==> src/rtl/mdio_pkg.sv <==
package mdio_pkg;

  localparam int SLOT_W       = 7;
  localparam int PRE_SLOTS    = 32;
  localparam int HDR_SLOTS    = 14;
  localparam int WORD_BITS    = 32;
  localparam int DATA_BITS    = 16;

  // slot numbers counted from the first preamble bit
  localparam logic [SLOT_W-1:0] FRAME_FIRST = SLOT_W'(PRE_SLOTS);
  localparam logic [SLOT_W-1:0] RD_ACK_SLOT = SLOT_W'(PRE_SLOTS + HDR_SLOTS);
  localparam logic [SLOT_W-1:0] RD_DAT_LO   = SLOT_W'(PRE_SLOTS + HDR_SLOTS + 1);
  localparam logic [SLOT_W-1:0] RD_DAT_HI   = SLOT_W'(PRE_SLOTS + HDR_SLOTS + DATA_BITS);
  localparam logic [SLOT_W-1:0] WR_LAST_DRV = SLOT_W'(PRE_SLOTS + WORD_BITS - 1);

  // serial word: start 01, opcode, phy[27:23], reg[22:18], turnaround 10, data
  function automatic logic [WORD_BITS-1:0] build_word(
    input logic             wr,
    input logic [4:0]       phy,
    input logic [4:0]       rg,
    input logic [DATA_BITS-1:0] dat
  );
    return {2'b01, (wr ? 2'b01 : 2'b10), phy, rg, 2'b10,
            (wr ? dat : {DATA_BITS{1'b0}})};
  endfunction

  // index of the final slot of a transaction
  function automatic logic [SLOT_W-1:0] final_slot(input logic wr);
    return wr ? SLOT_W'(PRE_SLOTS + WORD_BITS) : SLOT_W'(PRE_SLOTS + HDR_SLOTS + DATA_BITS + 1);
  endfunction

  // is the line driven by the master in this slot
  function automatic logic slot_driven(input logic wr, input logic [SLOT_W-1:0] s);
    if (wr) return (s <= WR_LAST_DRV);
    return (s < RD_ACK_SLOT);
  endfunction

  // level driven in this slot (preamble high, then word MSB first)
  function automatic logic slot_level(input logic [WORD_BITS-1:0] w,
                                      input logic [SLOT_W-1:0] s);
    logic [SLOT_W-1:0] idx;
    if (s < FRAME_FIRST) return 1'b1;
    idx = WR_LAST_DRV - s;
    return w[idx[4:0]];
  endfunction

endpackage

==> src/rtl/mdio_halfdiv.sv <==
module mdio_halfdiv #(
  parameter int HALF_DIV = 4
) (
  input  logic clk,
  input  logic rst_n,
  input  logic run,
  output logic tick
);
  generate
    if (HALF_DIV == 1) begin : g_every
      assign tick = run;
    end else begin : g_count
      localparam int CW = $clog2(HALF_DIV);
      localparam logic [CW-1:0] LAST = CW'(HALF_DIV - 1);
      logic [CW-1:0] cnt_q;
      assign tick = run && (cnt_q == LAST);
      always_ff @(posedge clk) begin
        if (!rst_n)            cnt_q <= '0;
        else if (!run || tick) cnt_q <= '0;
        else                   cnt_q <= cnt_q + 1'b1;
      end
    end
  endgenerate
endmodule

==> src/rtl/mdio_engine.sv <==
module mdio_engine
  import mdio_pkg::*;
(
  input  logic        clk,
  input  logic        rst_n,
  input  logic        tick,
  input  logic        start,
  input  logic        op_write,
  input  logic [4:0]  phy_addr,
  input  logic [4:0]  reg_addr,
  input  logic [15:0] wr_data,
  input  logic        mdio_i,
  output logic        busy,
  output logic        done,
  output logic [15:0] rd_data,
  output logic        ack,
  output logic        mdc,
  output logic        mdio_o,
  output logic        mdio_oe
);
  logic                 busy_q, half_q, wr_q, ack_seen_q, done_q, ack_out_q;
  logic [SLOT_W-1:0]    slot_q;
  logic [WORD_BITS-1:0] word_q;
  logic [DATA_BITS-1:0] shift_q, rd_q;

  // named internal events
  logic accept, half_end, last_slot, in_ack_slot, in_data_slot;
  assign accept       = start && !busy_q;
  assign half_end     = busy_q && tick && half_q;
  assign last_slot    = (slot_q == final_slot(wr_q));
  assign in_ack_slot  = !wr_q && (slot_q == RD_ACK_SLOT);
  assign in_data_slot = !wr_q && (slot_q >= RD_DAT_LO) && (slot_q <= RD_DAT_HI);

  always_ff @(posedge clk) begin
    if (!rst_n) begin
      busy_q     <= 1'b0;
      half_q     <= 1'b0;
      wr_q       <= 1'b0;
      ack_seen_q <= 1'b0;
      done_q     <= 1'b0;
      ack_out_q  <= 1'b0;
      slot_q     <= '0;
      word_q     <= '0;
      shift_q    <= '0;
      rd_q       <= '0;
    end else begin
      done_q <= 1'b0;
      if (accept) begin
        busy_q     <= 1'b1;
        half_q     <= 1'b0;
        slot_q     <= '0;
        wr_q       <= op_write;
        word_q     <= build_word(op_write, phy_addr, reg_addr, wr_data);
        ack_seen_q <= 1'b0;
        shift_q    <= '0;
      end else if (busy_q && tick) begin
        if (!half_q) begin
          half_q <= 1'b1;
        end else begin
          half_q <= 1'b0;
          if (in_ack_slot)  ack_seen_q <= !mdio_i;
          if (in_data_slot) shift_q    <= {shift_q[DATA_BITS-2:0], mdio_i};
          if (last_slot) begin
            busy_q    <= 1'b0;
            done_q    <= 1'b1;
            rd_q      <= wr_q ? '0 : (ack_seen_q ? shift_q : '1);
            ack_out_q <= !wr_q && ack_seen_q;
          end else begin
            slot_q <= slot_q + 1'b1;
          end
        end
      end
    end
  end

  logic drive_w;
  assign drive_w = busy_q && slot_driven(wr_q, slot_q);
  assign mdc     = busy_q && half_q;
  assign mdio_oe = drive_w;
  assign mdio_o  = drive_w && slot_level(word_q, slot_q);
  assign busy    = busy_q;
  assign done    = done_q;
  assign rd_data = rd_q;
  assign ack     = ack_out_q;

  // divider stays parked while idle
  p_div_parked_r1: assert property (@(posedge clk) disable iff (!rst_n)
    !busy_q |-> !tick);
  // first slot is a driven high preamble bit
  p_pre_first_r2: assert property (@(posedge clk) disable iff (!rst_n)
    $rose(busy_q) |-> (mdio_oe && mdio_o));
  // line is stable while MDC is high
  p_hold_high_r3: assert property (@(posedge clk) disable iff (!rst_n)
    (busy_q && mdc && $past(mdc)) |-> ($stable(mdio_oe) && $stable(mdio_o)));
  // line was released just before completion
  p_released_end_r8: assert property (@(posedge clk) disable iff (!rst_n)
    done_q |-> (!$past(mdio_oe) && !busy_q));
  // completion pulse lasts one cycle
  p_single_done_r8: assert property (@(posedge clk) disable iff (!rst_n)
    done_q |=> !done_q);
  // missing acknowledge reports all ones
  p_nack_ones_r9: assert property (@(posedge clk) disable iff (!rst_n)
    (done_q && !wr_q && !ack_out_q) |-> (rd_q == 16'hFFFF));
  // a request while busy leaves the captured frame alone
  p_busy_ignore_r10: assert property (@(posedge clk) disable iff (!rst_n)
    (busy_q && start) |=> ($stable(word_q) && $stable(wr_q)));
endmodule

==> src/rtl/mdio_master.sv <==
module mdio_master #(
  parameter int HALF_DIV = 4
) (
  input  logic        clk,
  input  logic        rst_n,
  input  logic        start,
  input  logic        op_write,
  input  logic [4:0]  phy_addr,
  input  logic [4:0]  reg_addr,
  input  logic [15:0] wr_data,
  output logic        busy,
  output logic        done,
  output logic [15:0] rd_data,
  output logic        ack,
  output logic        mdc,
  output logic        mdio_o,
  output logic        mdio_oe,
  input  logic        mdio_i
);
  logic tick_w;

  mdio_halfdiv #(.HALF_DIV(HALF_DIV)) u_div (
    .clk  (clk),
    .rst_n(rst_n),
    .run  (busy),
    .tick (tick_w)
  );

  mdio_engine u_eng (
    .clk     (clk),
    .rst_n   (rst_n),
    .tick    (tick_w),
    .start   (start),
    .op_write(op_write),
    .phy_addr(phy_addr),
    .reg_addr(reg_addr),
    .wr_data (wr_data),
    .mdio_i  (mdio_i),
    .busy    (busy),
    .done    (done),
    .rd_data (rd_data),
    .ack     (ack),
    .mdc     (mdc),
    .mdio_o  (mdio_o),
    .mdio_oe (mdio_oe)
  );
endmodule

==> config.mk <==
export PLATFORM = sky130hd
export DESIGN_NAME = mdio_master
export DESIGN_NICKNAME = d
export VERILOG_FILES = /design/src/rtl/mdio_pkg.sv /design/src/rtl/mdio_halfdiv.sv /design/src/rtl/mdio_engine.sv /design/src/rtl/mdio_master.sv
export SDC_FILE = /design/constraint.sdc
export NUM_CORES = 1
export LEC_CHECK = 0
export BUFFER_PORTS_ARGS = -buffer_cell sky130_fd_sc_hd__buf_2
export CAP_MARGIN = 20
export CORE_MARGIN = 8
export CORE_UTILIZATION = 62
export CTS_BUF_LIST = sky130_fd_sc_hd__clkbuf_2
export CTS_CLUSTER_SIZE = 16
export DETAILED_ROUTE_END_ITERATION = 16
export PLACE_DENSITY = 0.87
export SYNTH_ARGS = -nofsm -noshare
export SYNTH_HDL_FRONTEND = slang
export SYNTH_SLANG_ARGS = --single-unit
==> constraint.sdc <==
create_clock -name clk -period 3.5 [get_ports clk]
set_input_delay 0.525 -clock clk [delete_from_list [all_inputs] [get_ports clk]]
set_output_delay 0.525 -clock clk [all_outputs]
set_load 0.01 [all_outputs]
# After elaboration in Yosys (flattened, before gate mapping)
# Cells that the tools add are included.
[word_totals] reg_bits=77 output_inout_bits=22 word_cells=72 in_bits=31
[op_classes] n_mux=19 n_addsub=3 bitwise_logic=5 n_eq_ne=3 n_reduce_logical=25 n_lt_le_gt_ge=6
[op_table] operator="$mux W16" n=3
[op_table] operator="$le A7 B6 Y1 const B" n=2
[op_table] operator="$lt A7 B6 Y1 const B" n=2
[op_table] operator="$mux W1" n=13
[op_table] operator="$reduce_and A3 Y1" n=4
[op_table] operator="$logic_and A1 B1 Y1" n=10
[op_table] operator="$add A7 B1 Y7 const B" n=1
[op_table] operator="$eq A7 B6 Y1 const B" n=1
[op_table] operator="$eq A7 B7 Y1" n=1
[op_table] operator="$ge A7 B6 Y1 const B" n=1
[op_table] operator="$mux W7" n=1
[op_table] operator="$lt A5 B6 Y1 const B" n=1
[op_table] operator="$reduce_bool A2 Y1" n=3
[op_table] operator="$bmux W1 S5" n=1
[op_table] operator="$not A1 Y1" n=5
[op_table] operator="$sub A5 B5 Y5 const A" n=1
[op_table] operator="$reduce_and A4 Y1" n=1
[op_table] operator="$reduce_or A2 Y1" n=2
[op_table] operator="$reduce_or A4 Y1" n=1
[op_table] operator="$logic_not A1 Y1" n=3
[op_table] operator="$add A2 B1 Y2 const B" n=1
[op_table] operator="$eq A2 B2 Y1 const B" n=1
[op_table] operator="$mux W2" n=1
[op_table] operator="$logic_or A1 B1 Y1" n=1

# Logic depth before layout (Yosys ltp)
# Gate-level depths: netlist (run 1).
[logic_depth] ltp_word=6 ltp_mapped=8 depth_no_buf=6

# By module
# Synthesis (run 1) repeated with hierarchy kept, for this count alone.
[hier_totals] cells_unflattened=396 area_unflattened_um2=3499.6
[by_module_without_submodules] mod="mdio_engine" n_inst=1 cells_each=390 area_per_inst_um2=3415.8 seq_area_each_um2=1461.4
[by_module_without_submodules] mod="mdio_halfdiv" n_inst=1 cells_each=6 area_per_inst_um2=83.8 seq_area_each_um2=40.0

# Worst setup path before layout (run 1)
# OpenSTA, ideal clock, no wires.
[synth_path] path_type="reg2out" start="register u_eng.slot_q[0]" end="output port mdio_o" stages_incl_launch_ff=7 setup_slack_ns=1.323 t_arrival_ns=1.652 path_cell_list="dfxtp_1 buf_2 buf_2 mux4_2 o211ai_1 o311ai_0 o211a_1"
[synth_between] elab_chain_cells=5 word_cells_on_any_way=12 cone_classes="1 x add/sub; 3 x order compare; 6 x mux; 2 x reduce/logical"
[synth_rtl] item="start, declared" line_no="mdio_engine.sv:22" source="logic [SLOT_W-1:0] slot_q;"
[synth_rtl] item="start signal, assigned" line_no="mdio_engine.sv:69" source="slot_q <= slot_q + 1'b1;"
[synth_rtl] item="$sub A5 B5 Y5 / $le A7 B6 Y1 (equally long branches)" line_no="mdio_pkg.sv:43, mdio_pkg.sv:34"
[synth_rtl] item="$bmux W1 S5 / $mux W1 (equally long branches)" line_no="mdio_pkg.sv:44, mdio_pkg.sv:34"
[synth_rtl] item="$mux W1, on equally long branches" line_no="mdio_pkg.sv:44, mdio_pkg.sv:35"
[synth_rtl] item="$mux W1 / $logic_and A1 B1 Y1 (equally long branches)" line_no="mdio_pkg.sv:43, mdio_engine.sv:77"
[synth_rtl] item="$logic_and A1 B1 Y1 *" line_no="mdio_engine.sv:80" source="assign mdio_o = drive_w && slot_level(word_q, slot_q);"
[synth_rtl] item="end, declared" line_no="mdio_master.sv:16" source="output logic mdio_o,"
# Every way passes the cells marked *; elsewhere a longest branch is shown, timed or not. The select of a mux whose other input is x is not followed.

# Worst setup path after layout (run 1)
# Same ends and word-level chain as after synthesis.

==> summary.txt, run 1 <==
Power
  – Maximum vdd drop: 0.331 mV
  – P_leak: 0.00136 uW
  – Pwr/cell area: 420 nW/um^2
  – Total Power: 1450 uW

Finish
  – Layout area overhead: 10.7%
  – Nets: 363
  – Fillers: 372
  – Area of the multi-input gates: 1480 sq um
  – Share of layout cells above drive strength 1: 24.8%
  – End-of-flow core utilization: 69.5%
  – Register area: 1500 sq um
  – Design Area, Final: 3460 sq um
  – Diodes inserted: 0

Global routing
  – Tot GR Track Use: 17.8%
  – Initial antenna violation count: 0
  – GRT overflow: 0
  – Largest net degree at the start of global routing: 28
  – First-pass GRT wire length: 10700 um
  – Vias in the first global route: 2247

Yosys
  – Synth area leaders: dfxtp_1, a22o_1, mux2i_1
  – EDFF count, synth: 0
  – Top-count cell post-synth: dfxtp_1
  – Synth warn: 0
  – Syn_area_per_cell: 10.8 sq um
  – Top FF cell, synth: dfxtp_1
  – Post-synth top area cell: dfxtp_1
  – Synth cell types: 47
  – Syn nets: 323
  – Sequential-to-total area share from yosys stat: 48.1%
  – Synth Register Bits: 75
  – Area of the mapped netlist: 3120 sq um
  – Gate Count Post-Synth: 290
  – Asr flop ratio synth: 0%
  – Synth cell count leaders: dfxtp_1, a22o_1, nor2_1
  – Top-area cell type share of the netlist area: 48.1%

Clocking
  – Clock Path Buffers: 2
  – Post-CTS Setup Repair Bufs: 0
  – Root Driver: clkbuf_2
  – Worst skew pair latency: 0.50 ns
  – CTS resizes: 0
  – CTS Buf Count: 9
  – CTS tree: built
  – Reg clk slew, reported paths: 0.20 ns
  – CTS Sinks: 75
  – H-tree depth: 3
  – Hold-fix buffers at CTS: 0

Route
  – Avg WL per Cell: 15.7 um
  – DRC viols: 0
  – Iter 0 DRT Violations: 158
  – Final ANT Viol Nets: 0
  – Routed WL: 6370 um
  – Vias: 2345
  – Number of iterations in the first detailed-routing pass: 4
  – Average vias per placed instance: 5.79

Place
  – Dpl cell area: 3350 sq um
  – Post-DP HPWL: 4370 um
  – Final GP Congestion: 0.836
  – IO buf count: 52

Timing
  – Final min period: 3.08 ns
  – Slew margin rel.: 37.0%
  – RSZ-0062 raised after global routing: no
  – Min Hold Slack: 0.222 ns
  – Final Slew Violations: 0
  – Worst-margin pin slew: 0.938 ns
  – Setup-failing EPs final: 0
  – Fin Setup TNS: 0 ns
  – Final period util: 88.1%
  – Fin Clk Skew: 0.0216 ns
  – Final hold vios: 0
  – F_max: 0.324 GHz

Setup path
  – CP required: 2.97 ns
  – Critical Path Fanout Max: 18
  – Crit path capture type: output pin
  – CP Launch Type: register
  – Signal arrival time at the worst endpoint: 2.56 ns
  – Critical path class: reg2out

Floorplanning
  – Die height: 87.0 um
  – Initial Utilization: 62.8%
  – Rows: 26
  – Die area: 7570 sq um
  – Core region area: 4980 sq um
  – Die width: 87.0 um
  – I/O Pins: 53

Hold path
  – Type of the most critical hold path: in2reg

Job
  – Max-Cap Viols: 0

Run status
  – Status: finished clean
worst max-delay path, cell delays in order (launching register included):
cell and delay [ns]:
dfxtp_1 0.84, mux4_2 0.59, mux2i_1 0.17, o211ai_1 0.10
o211a_1 0.22, buf_2 0.14
per-layer routing:
| layer | global-route usage (%) | part of all wire, % | routed length [um] | vias up |
|---|---|---|---|---|
| li1 | - | - | - | 1150 |
| met1 | 22.3 | 45 | 2870 | 1111 |
| met2 | 27.7 | 48 | 3030 | 79 |
| met3 | 6.13 | 6.6 | 417 | 5 |
| met5 | 0 | 0 | 0 | - |
| met4 | 5.79 | 0.63 | 40 | 0 |
through the flow:
| step | cells | setup WS [ns] |
|---|---|---|
| 6_report | 405 | 0.416 |
| 5_1_grt | 405 | 0.220 |
| 4_1_cts | 405 | 0.388 |
| 3_5_place_dp | 389 | 0.972 |
| 3_3_place_gp | 389 | 1.06 |
| 2_1_floorplan | 290 | 1.32 |
sequential cells by signal, summed over array words and instances, names as in the netlist:
name,count
u_eng.slot_q,7
u_eng.ack_seen_q,1
u_eng.shift_q,16
u_eng.ack,1
u_eng.busy,1
u_eng.done,1
u_div.g_count.cnt_q,2
u_eng.word_q,29
u_eng.half_q,1
u_eng.rd_data,16
logic make-up after synthesis:
kind of cell / count (synthesis) / share of synthesized area (%)
and+or+nand+nor: 83 / 15.7
buffers and inverters: 26 / 4.53
DFF: 75 / 48.1
AOI/OAI and AO/OA: 77 / 19.9
adders and majority gates: 2 / 0.801
muxes: 26 / 10.8
xor gates and xnor gates: 1 / 0.280
placed cells by master (no fill, tap or decap), drive strengths merged, types with 3 or more instances in the layout:
cell,synthesis,routed
a21o,3,3
nor2,26,26
clkbuf,7,12
and2,3,3
nand2b,19,19
mux2i,19,19
nor3,3,3
o21ai,7,7
nand2,6,6
mux4,6,6
nand3b,3,3
a22o,43,43
buf,17,53
nand3,5,5
dfxtp,75,75
a21oi,11,11
o211ai,3,3
or3,4,4
worst paths after layout:
kind         slack [ns]                   start                endpoint  cells past startpoint
max                0.42         u_eng.slot_q[0]                  mdio_o                      5
min                0.22              wr_data[7]         u_eng.word_q[7]                      2
max reg2reg        0.97         u_eng.slot_q[0]       u_eng.shift_q[15]                      6
min reg2reg        0.46  u_div.g_count.cnt_q[0]  u_div.g_count.cnt_q[0]                      1
final cells by class:
cell class / instances / area share, %
Sequential cell: 75 / 43.4
Multi-Input combinational cell: 189 / 42.9
Timing Repair Buffer: 53 / 7.75
Tap cell: 70 / 2.53
Clock buffer: 12 / 1.74
Clock inverter: 4 / 1.48
Inverter: 2 / 0.217
where the power goes:
part | leakage (uW) | total, uW | switching (uW) | internal, uW
clock | 0.0000722 | 469 | 295 | 174
combinational | 0.000678 | 85.7 | 44.0 | 41.7
sequential | 0.000608 | 896 | 19.1 | 877
Note: power is estimated with default switching activity, not from simulation.
==> run 2: changes to the inputs <==
CORE_UTILIZATION = 55   (was 62)
PLACE_DENSITY = 0.78   (was 0.87)
RECOVER_POWER = 100   (was unset)
==> run 2 against run 1 <==
Against the previous run:
- sequential share of layout area grew 1.0 points
- non-clock buffer count unchanged
- worst hold slack improved by 0.016 ns
- die area is 10% higher
- power fell by 6.8%
- sequential power hardly changed
- first-iteration DRC count shrank 2.5%
- fmax increased by 1.9%
- global-route usage is 1.8 points lower
- final cell count increased by 0.49%
- critical path type unchanged
- largest power group unchanged
==> summary.txt, run 2 (synthesis results as in run 1) <==
Clocking
  – Hold-fix buffers at CTS: 0
  – CTS Buf Count: 9
  – Post-CTS Setup Repair Bufs: 0
  – CTS resizes: 0
  – Clock Path Buffers: 2
  – H-tree depth: 3
  – Reg clk slew, reported paths: 0.19 ns
  – Worst skew pair latency: 0.48 ns
  – CTS tree: built
  – Root Driver: clkbuf_2
  – CTS Sinks: 75

Floorplanning
  – Die area: 8350 sq um
  – I/O Pins: 53
  – Rows: 27
  – Die height: 91.4 um
  – Die width: 91.4 um
  – Initial Utilization: 56.7%
  – Core region area: 5510 sq um

Timing
  – Fin Setup TNS: 0 ns
  – Final Slew Violations: 0
  – Final hold vios: 0
  – RSZ-0062 raised after global routing: no
  – Final min period: 3.03 ns
  – Worst-margin pin slew: 1.38 ns
  – Setup-failing EPs final: 0
  – Setup WS post-layout: 0.474 ns
  – Slew margin rel.: 8.00%
  – Final period util: 86.5%
  – Fin Clk Skew: 0.00974 ns
  – Min Hold Slack: 0.238 ns
  – F_max: 0.330 GHz

Place
  – Pre-CTS setup slack: 0.951 ns
  – Final GP Congestion: 0.809
  – Post-DP HPWL: 4470 um
  – IO buf count: 52

Setup path
  – Signal arrival time at the worst endpoint: 2.50 ns
  – Critical Path Fanout Max: 18
  – R2R Path Start: u_eng.slot_q[1]
  – Critical path class: reg2out
  – CP Launch Type: register
  – R2R depth: 6
  – Reg-to-reg endpoint: u_eng.shift_q[9]
  – CP endpoint: mdio_o
  – Crit path capture type: output pin
  – CP required: 2.97 ns
  – Setup slack, reg-to-reg: 0.87 ns
  – CP startpoint: u_eng.slot_q[0]

Power
  – Pwr/cell area: 401 nW/um^2
  – Logic pwr share: 6.2%
  – Sw frac: 26.0%
  – Clock Power Share: 27.6%
  – Sequential Power Share: 66.2%
  – P_sw: 352 uW
  – Maximum vdd drop: 0.226 mV
  – P_leak: 0.00124 uW
  – Total Power: 1350 uW
  – P_int: 1000 uW

Global routing
  – GRT met2 Usage: 24.1%
  – Initial antenna violation count: 0
  – Vias in the first global route: 2327
  – Layer with the highest usage: met2
  – Tot GR Track Use: 15.9%
  – Met3 Usage GRT: 4.53%
  – GRT overflow: 0
  – First-pass GRT wire length: 11000 um
  – Largest net degree at the start of global routing: 28
  – GRT met1 Usage: 20.3%

Finish
  – Share of layout cells above drive strength 1: 17.0%
  – End-of-flow core utilization: 61.3%
  – Max reg flops: 29
  – Nets: 363
  – Commonest cells after routing, fill and taps aside: dfxtp_1, a22o_1, buf_2
  – Largest reg by FF count: u_eng.word_q
  – Layout area overhead: 8.05%
  – Most common cell after layout, fill and taps aside: dfxtp_1
  – Diodes inserted: 0

Route
  – DRC viols: 0
  – Vias: 2335
  – Avg WL per Cell: 15.7 um
  – Number of iterations in the first detailed-routing pass: 5
  – Final ANT Viol Nets: 0
  – Routed WL: 6380 um
  – Iter 0 DRT Violations: 154
  – Average vias per placed instance: 5.74

Hold path
  – Type of the most critical hold path: in2reg

Job
  – Max-Cap Viols: 0

Run status
  – Status: finished clean
## run 2: routing by layer
metal  up-vias  routed length (um)
met5         -                   0
met1      1107                3050
met4         0                 125
met2        62                2850
met3        13                 354
li1       1153                   -
## run 2: stage by stage
stage	instances	cell area (sq um)
after CTS	407	3430
after detailed placement	391	3350
after floorplan	290	3120
final	407	3380
after global placement	391	3350
after global routing	407	3380
## run 2: layout make-up
class / count / area [sq um]
clock buffers: 9 / 45.0
clock inverters: 7 / 35.0
fillers: 509 / 2130
inverters: 2 / 7.51
multi-input cells: 189 / 1460
flip-flops and latches: 75 / 1500
well taps: 72 / 90.1
repair buffers: 53 / 238
## run 2: critical path, cell delays in order (launching register included)
cell,delay [ns]
dfxtp_1,0.83
mux4_2,0.59
o211ai_1,0.16
o311ai_0,0.16
o211a_1,0.15
clkbuf_1,0.13
## run 2: worst min-delay path by stage
stage / from / to / slack (ns) / depth (start not counted)
after floorplan: u_div.g_count.cnt_q[0] / u_div.g_count.cnt_q[0] / 0.41 / 1
after detailed placement: u_div.g_count.cnt_q[0] / u_div.g_count.cnt_q[0] / 0.43 / 1
after CTS: wr_data[7] / u_eng.word_q[7] / 0.21 / 2
final: wr_data[7] / u_eng.word_q[7] / 0.24 / 2
after global routing: wr_data[1] / u_eng.word_q[1] / 0.21 / 2
after global placement: u_div.g_count.cnt_q[0] / u_div.g_count.cnt_q[0] / 0.41 / 1
## run 2: power groups by stage
stage	Sequential, uW	Clock [uW]	Combinational [uW]
final	895	373	83.8
after global routing	899	421	93.7
after CTS	895	380	86.6
after detailed placement	912	0	86.6
after global placement	913	0	84.0
after floorplan	905	0	58.6
